==> config.mk <==
export PLATFORM = sky130hd
export DESIGN_NAME = redprec_fmul
export DESIGN_NICKNAME = d
export VERILOG_FILES = /design/src/rtl/fmul_pkg.sv /design/src/rtl/fmul_narrow.sv /design/src/rtl/fmul_core.sv /design/src/rtl/fmul_align.sv /design/src/rtl/redprec_fmul.sv
export SDC_FILE = /design/constraint.sdc
export NUM_CORES = 1
export LEC_CHECK = 0
export BUFFER_PORTS_ARGS = -buffer_cell sky130_fd_sc_hd__clkbuf_2
export CAP_MARGIN = 5
export CORE_MARGIN = 8
export CORE_UTILIZATION = 50
export CTS_BUF_LIST = sky130_fd_sc_hd__clkbuf_4
export DETAILED_ROUTE_END_ITERATION = 12
export PLACE_DENSITY = 0.71
export SETUP_SLACK_MARGIN = 0.5
export SLEW_MARGIN = 20
export SYNTH_ARGS = -nofsm -noshare
export SYNTH_HDL_FRONTEND = slang
export SYNTH_SLANG_ARGS = --single-unit
==> constraint.sdc <==
create_clock -name clk -period 6.8 [get_ports clk]
set_input_delay 1.36 -clock clk [delete_from_list [all_inputs] [get_ports clk]]
set_output_delay 1.36 -clock clk [all_outputs]
set_load 0.005 [all_outputs]
==> src/rtl/fmul_pkg.sv <==
package fmul_pkg;

    // Operand and result formats
    localparam int unsigned FMUL_OPW   = 24;  // full operand width
    localparam int unsigned FMUL_KEEPW = 16;  // bits retained per operand
    localparam int unsigned FMUL_OUTW  = 24;  // result width

    // Derived widths
    localparam int unsigned FMUL_PRODW = 2 * FMUL_KEEPW;   // raw signed product
    localparam int unsigned FMUL_FRACW = FMUL_PRODW - 1;   // product without duplicate sign
    localparam int unsigned FMUL_DROPW = FMUL_FRACW - FMUL_OUTW;

    typedef logic signed [FMUL_KEEPW-1:0] fmul_narrow_t;
    typedef logic signed [FMUL_PRODW-1:0] fmul_prod_t;
    typedef logic        [FMUL_OUTW-1:0]  fmul_word_t;

    // Narrowed operand pair travelling to the multiplier
    typedef struct packed {
        fmul_narrow_t lhs;
        fmul_narrow_t rhs;
    } fmul_pair_t;

    // Registered result
    typedef struct packed {
        logic       valid;
        fmul_word_t data;
    } fmul_res_t;

    // Keep the upper KEEPW bits of a full-width operand (plain bit dropping)
    function automatic fmul_narrow_t fmul_narrow(input logic [FMUL_OPW-1:0] v);
        return fmul_narrow_t'(v[FMUL_OPW-1 -: FMUL_KEEPW]);
    endfunction

endpackage

==> src/rtl/fmul_narrow.sv <==
module fmul_narrow
    import fmul_pkg::*;
#(
    parameter int unsigned NOPS = 2
) (
    input  logic [NOPS-1:0][FMUL_OPW-1:0] wide_in,
    output fmul_narrow_t [NOPS-1:0]       narrow_out
);

    generate
        for (genvar i = 0; i < NOPS; i++) begin : g_op
            always_comb narrow_out[i] = fmul_narrow(wide_in[i]);
        end
    endgenerate

endmodule

==> src/rtl/fmul_core.sv <==
module fmul_core
    import fmul_pkg::*;
(
    input  fmul_pair_t pair,
    output fmul_prod_t prod
);

    always_comb prod = fmul_prod_t'(pair.lhs) * fmul_prod_t'(pair.rhs);

endmodule

==> src/rtl/fmul_align.sv <==
module fmul_align
    import fmul_pkg::*;
(
    input  fmul_prod_t prod,
    output fmul_word_t word
);

    // Bit FMUL_PRODW-1 duplicates the sign and is discarded; the top OUTW
    // bits of the remaining fraction form the result, low bits are dropped.
    logic [FMUL_FRACW-1:0] frac;

    always_comb begin
        frac = prod[FMUL_FRACW-1:0];
        word = frac[FMUL_FRACW-1 -: FMUL_OUTW];
    end

endmodule

==> src/rtl/redprec_fmul.sv <==
module redprec_fmul
    import fmul_pkg::*;
(
    input  logic                clk,
    input  logic                rst,
    input  logic                op_valid,
    input  logic [FMUL_OPW-1:0] op_a,
    input  logic [FMUL_OPW-1:0] op_b,
    output logic                res_valid,
    output logic [FMUL_OUTW-1:0] res_data
);

    localparam int unsigned NOPS = 2;

    logic [NOPS-1:0][FMUL_OPW-1:0] wide;
    fmul_narrow_t [NOPS-1:0]       narrow;
    fmul_pair_t                    pair;
    fmul_prod_t                    prod;
    fmul_word_t                    word;
    fmul_res_t                     res_q;

    always_comb begin
        wide[0]  = op_a;
        wide[1]  = op_b;
        pair.lhs = narrow[0];
        pair.rhs = narrow[1];
    end

    fmul_narrow #(.NOPS(NOPS)) u_narrow (
        .wide_in    (wide),
        .narrow_out (narrow)
    );

    fmul_core u_core (
        .pair (pair),
        .prod (prod)
    );

    fmul_align u_align (
        .prod (prod),
        .word (word)
    );

    always_ff @(posedge clk) begin
        if (rst) begin
            res_q <= '0;
        end else begin
            res_q.valid <= op_valid;
            if (op_valid) res_q.data <= word;
        end
    end

    assign res_valid = res_q.valid;
    assign res_data  = res_q.data;

    // ---------------- assertions ----------------
    localparam logic [FMUL_OPW-1:0]  NEG_ONE_IN  = {1'b1, {(FMUL_OPW-1){1'b0}}};
    localparam logic [FMUL_OUTW-1:0] NEG_ONE_OUT = {1'b1, {(FMUL_OUTW-1){1'b0}}};

    assert_reset_clears_R1: assert property (@(posedge clk)
        rst |=> (res_valid == 1'b0 && res_data == '0));

    assert_valid_follows_R7: assert property (@(posedge clk) disable iff (rst)
        op_valid |=> res_valid);

    assert_idle_follows_R7: assert property (@(posedge clk) disable iff (rst)
        !op_valid |=> !res_valid);

    assert_hold_when_idle_R8: assert property (@(posedge clk) disable iff (rst)
        !op_valid |=> $stable(res_data));

    assert_low_bits_ignored_R2: assert property (@(posedge clk) disable iff (rst)
        (op_valid && $past(op_valid) && !$past(rst) &&
         op_a[FMUL_OPW-1 -: FMUL_KEEPW] == $past(op_a[FMUL_OPW-1 -: FMUL_KEEPW]) &&
         op_b[FMUL_OPW-1 -: FMUL_KEEPW] == $past(op_b[FMUL_OPW-1 -: FMUL_KEEPW]))
        |=> $stable(res_data));

    assert_zero_operand_R3: assert property (@(posedge clk) disable iff (rst)
        (op_valid && op_a[FMUL_OPW-1 -: FMUL_KEEPW] == '0) |=> res_data == '0);

    assert_wrap_neg_one_R5: assert property (@(posedge clk) disable iff (rst)
        (op_valid && op_a == NEG_ONE_IN && op_b == NEG_ONE_IN) |=> res_data == NEG_ONE_OUT);

endmodule

## After elaboration in Yosys (flattened, before gate mapping)

Index checks and enable logic that the tools add are counted.

- Register bits: 25
- Output and inout bits: 25
- Logic and storage cells: 3

- Multipliers: 1

Operators by type and width:

| kind | number |
|---|---|
| multiplier 16 x 16 -> 31 bit | 1 |

## Longest topological paths before layout

- Depth after elaboration: 1
- Gate-level depth with buffers: 23

## Modules after synthesis

From an unflattened synthesis, not the netlist that was laid out.

- Cell total of the unflattened synthesis: 1218
- Area, all modules: 11187.0 µm²

Modules (own cells, without submodules):

| module | times used | cells each | area each (µm²) |
|---|---|---|---|
| fmul_core | 1 | 1082 | 9864.5 |
| redprec_fmul | 1 | 80 | 902.1 |
| fmul_narrow | 1 | 32 | 240.2 |
| fmul_align | 1 | 24 | 180.2 |

## Worst setup path after synthesis

OpenSTA, ideal clock, no wires.

- Path kind: input -> register
- From: in op_b[9]
- To: reg res_q (netlist bit res_data[22])
- Library setup time: 0.121 ns
- Data arrival time: 7.259 ns
- Required time: 6.679 ns
- Slack: -0.580 ns
- Stages: 22
- Cell sequence: clkbuf_1 nand2_1 inv_1 fa_1 inv_1 fa_1 inv_1 fa_1 fa_1 fa_1 inv_1 fa_1 inv_1 ha_1 a2111o_1 a211oi_2 nand3b_4 a221oi_4 o21ai_2 o31ai_1 xor2_1 o21ai_1

- Longest elaborated chain between the ends: 1

RTL lines:

| item | line | RTL |
|---|---|---|
| from (decl) | redprec_fmul.sv:8 | `input logic [FMUL_OPW-1:0] op_b,` |
| multiplier 16 x 16 -> 31 bit | fmul_core.sv:8 | `always_comb prod = fmul_prod_t'(pair.lhs) * fmul_prod_t'(pair.rhs);` |
| to (decl) | redprec_fmul.sv:20 | `fmul_res_t res_q;` |

No other way between the ends.
A chain may end at the register's enable or synchronous reset.

## Worst setup path in the final report

- From: in op_a[23]
- To: reg res_q (netlist bit res_data[22])

- Longest elaborated chain between the ends: 1

RTL lines:

| item | line | RTL |
|---|---|---|
| from (decl) | redprec_fmul.sv:7 | `input logic [FMUL_OPW-1:0] op_a,` |
| multiplier 16 x 16 -> 31 bit | fmul_core.sv:8 |  |

No other way between the ends.

==> results.md <==
- Status: finished clean
- Main synth FF type: dfxtp_1
- Hold_buf cts: 0
- Wire per inst: 15.90 um
- Core area: 0.02023 mm2
- Final WS setup: 0.1081 ns
- Initial antenna violation count: 0
- Slowest cell on crit path: fa_2
- Max Buffers Root-to-Sink: 2
- Antenna-violating nets left: 0
- Hold Vio Cnt, Final: 0
- Syn-to-layout area delta: 19.77%
- Critical Path RT: 7.03 ns
- Crit path time final: 6.692 ns
- Most common cell on crit path: inv_2
- Root Buffer: clkbuf_4
- Final Setup Violations: 0
- Synth top area share: 0.4963
- CP peak stage delay: 0.63 ns
- CP max FO: 4
- Clk_lat worst skew: 0.33 ns
- MaxCap Viol Count: 0
- CTS Buf Count: 3
- Num rows: 52
- Fmax: 149.4 MHz
- Initial core utilization: 0.5083
- Share of layout cells above drive strength 1: 0.1984
- First-pass GRT wire length: 40870 um
- DR vias/cell: 5.038
- Synth cell count leaders: inv_1 (291), fa_1 (255), nand2_1 (135), and2_1 (115), ha_1 (77)
- Yosys reg bits: 25
- Area leader, netlist: fa_1
- HPWL after DPL: 20430 um
- H-tree depth: 1
- WP data arrival: 6.92 ns
- Residual DRC: 0
- Most frequent cell after synthesis: inv_1
- Final Net Count: 1634
- GRT Util Overall: 0.1969
- Reg clk slew, reported paths: 0.13 ns
- EDFF count, synth: 0
- First-pass DRT Iterations: 5
- Mapped Area: 0.01029 mm2
- Cell Chain, Critical Path: clkbuf_16 > buf_12 > nand2_4 > inv_2 > fa_2 > inv_2 > fa_2 > inv_2 > fa_1 > fa_1 > fa_1 > inv_2 > fa_1 > inv_2 > ha_4 > a2111o_1 > a211oi_2 > nand3b_4 > a221oi_4 > o21ai_4 > o31ai_2 > xor2_1 > o21ai_1
- Slew Limit Fails: 0
- Syn nets: 1493
- Yosys cell types: 48
- Seq/Total Area, Yosys: 0.04866
- Setup crit start kind: input port
- Critical path class: input port to flip-flop
- Routed vias: 7657
- Post-synth ARST share: 0
- Final period util: 0.9841
- Gpl congestion: 0.8503
- I/O pins: 76
- Actual slew at the worst max-slew pin: 0.6084 ns
- DR iter-0 viols: 221
- CP endpoint kind: flip-flop
- Post-Syn Area per Cell: 9.267 um2
- Drt total wl: 24160 um
- Die Ht: 159.4 um
- IO buf count: 59
- Die W: 159.4 um
- Post-Syn Instances: 1110
- Grt total ovfl: 0
- Vias in the first global route: 8587
- Yosys warns: 0
- Die area: 0.02542 mm2
- Fin Clk Skew: 0 ns
- Place WS: -0.3446 ns
- Slew headroom: 0.5944
- Ant. Diodes: 0
- Largest cells by area after synthesis: fa_1 (50%), inv_1 (11%), ha_1 (9.4%)
- RSZ-0062 raised after global routing: yes
- CTS tree: done
- Largest net degree at the start of global routing: 26
- Hold Path Class: flip-flop to flip-flop
- Clk sink count: 25
metrics by stage:
stage | std cells | setup TNS, ns | util | hold slack, ns | instance area (um2)
floorplan | 1110 | -0.2520 | - | 0.4419 | 10510
finish | 1520 | 0 | 0.6088 | 0.4617 | 12320
global route | 1520 | -0.2649 | 0.6088 | 0.5055 | 12320
global placement | 1501 | -1.820 | 0.5782 | 0.4359 | 11700
CTS | 1509 | 0 | 0.5916 | 0.4614 | 11970
detailed placement | 1501 | -2.505 | 0.5782 | 0.4412 | 11700
per-layer routing:
layer / vias up / part of all wire / global-route usage
met5: - / 0 / 0
met2: 156 / 0.56 / 0.3823
li1: 3502 / - / -
met1: 3937 / 0.36 / 0.2146
met4: 0 / 0.039 / 0.06604
met3: 62 / 0.033 / 0.02689
timing repair:
item | CTS | global route
cloned | 0 | 0
setup buffers | 4 | 11
resized for setup | 51 | 66
pin swaps | 22 | 46
endpoints found under the setup margin | 16 | 17
area by class of cell:
cell class | count | area, um2
Sequential cell | 25 | 500.5
Tap cell | 270 | 337.8
Inverter | 291 | 1095
Clock buffer | 3 | 22.52
Timing Repair Buffer | 172 | 1441
Fill cell | 1735 | 7915
Clock inverter | 1 | 5.005
Multi-Input combinational cell | 758 | 8917
flip-flops by register name, indices dropped and copies added, names as in the netlist:
register,flops
res_data,24
res_valid,1
critical path, delay by kind of cell:
kind,cells,cell delay [ns]
adder cells (fa/ha/maj),7,3.34
AO/OA/AOI/OAI,6,1.37
buffers and inverters,7,0.49
AND/OR/NAND/NOR,2,0.19
XOR/XNOR,1,0.17
placed cells by master, fill, tap and decap left out, drive strengths merged, types with 9 or more instances in the layout:
cell type | Yosys | layout
inv | 291 | 291
fa | 255 | 255
nand2 | 135 | 135
buf | 1 | 123
and2 | 116 | 116
ha | 77 | 77
clkbuf | 35 | 52
nor2 | 35 | 35
dfxtp | 25 | 25
xnor2 | 23 | 23
mux2i | 14 | 14
o21ai | 12 | 12
xor2 | 11 | 11
a21o | 11 | 11
a21oi | 10 | 10
nand2b | 9 | 9
cells by family after synthesis:
family / count (synthesis) / share of synthesized area
adder cells (fa/ha/maj): 332 / 0.5900
buffers and inverters: 327 / 0.1193
AND/OR/NAND/NOR: 317 / 0.1530
AO/OA/AOI/OAI: 61 / 0.04647
XOR/XNOR: 34 / 0.02895
flip-flops: 25 / 0.04866
multiplexers: 14 / 0.01362
worst paths after layout:
kind	start	slack [ns]	cells after the start	end
hold / removal	res_data[23]	0.46	2	res_data[23]
setup reg to reg	res_data[11]	6.07	2	res_data[11]
setup / recovery	op_a[23]	0.11	23	res_data[22]
hold reg to reg	res_data[23]	0.46	2	res_data[23]
Power is left out: the tool's default activity adds up to more than one toggle a clock period on the data nets, which glitch-free logic cannot reach.
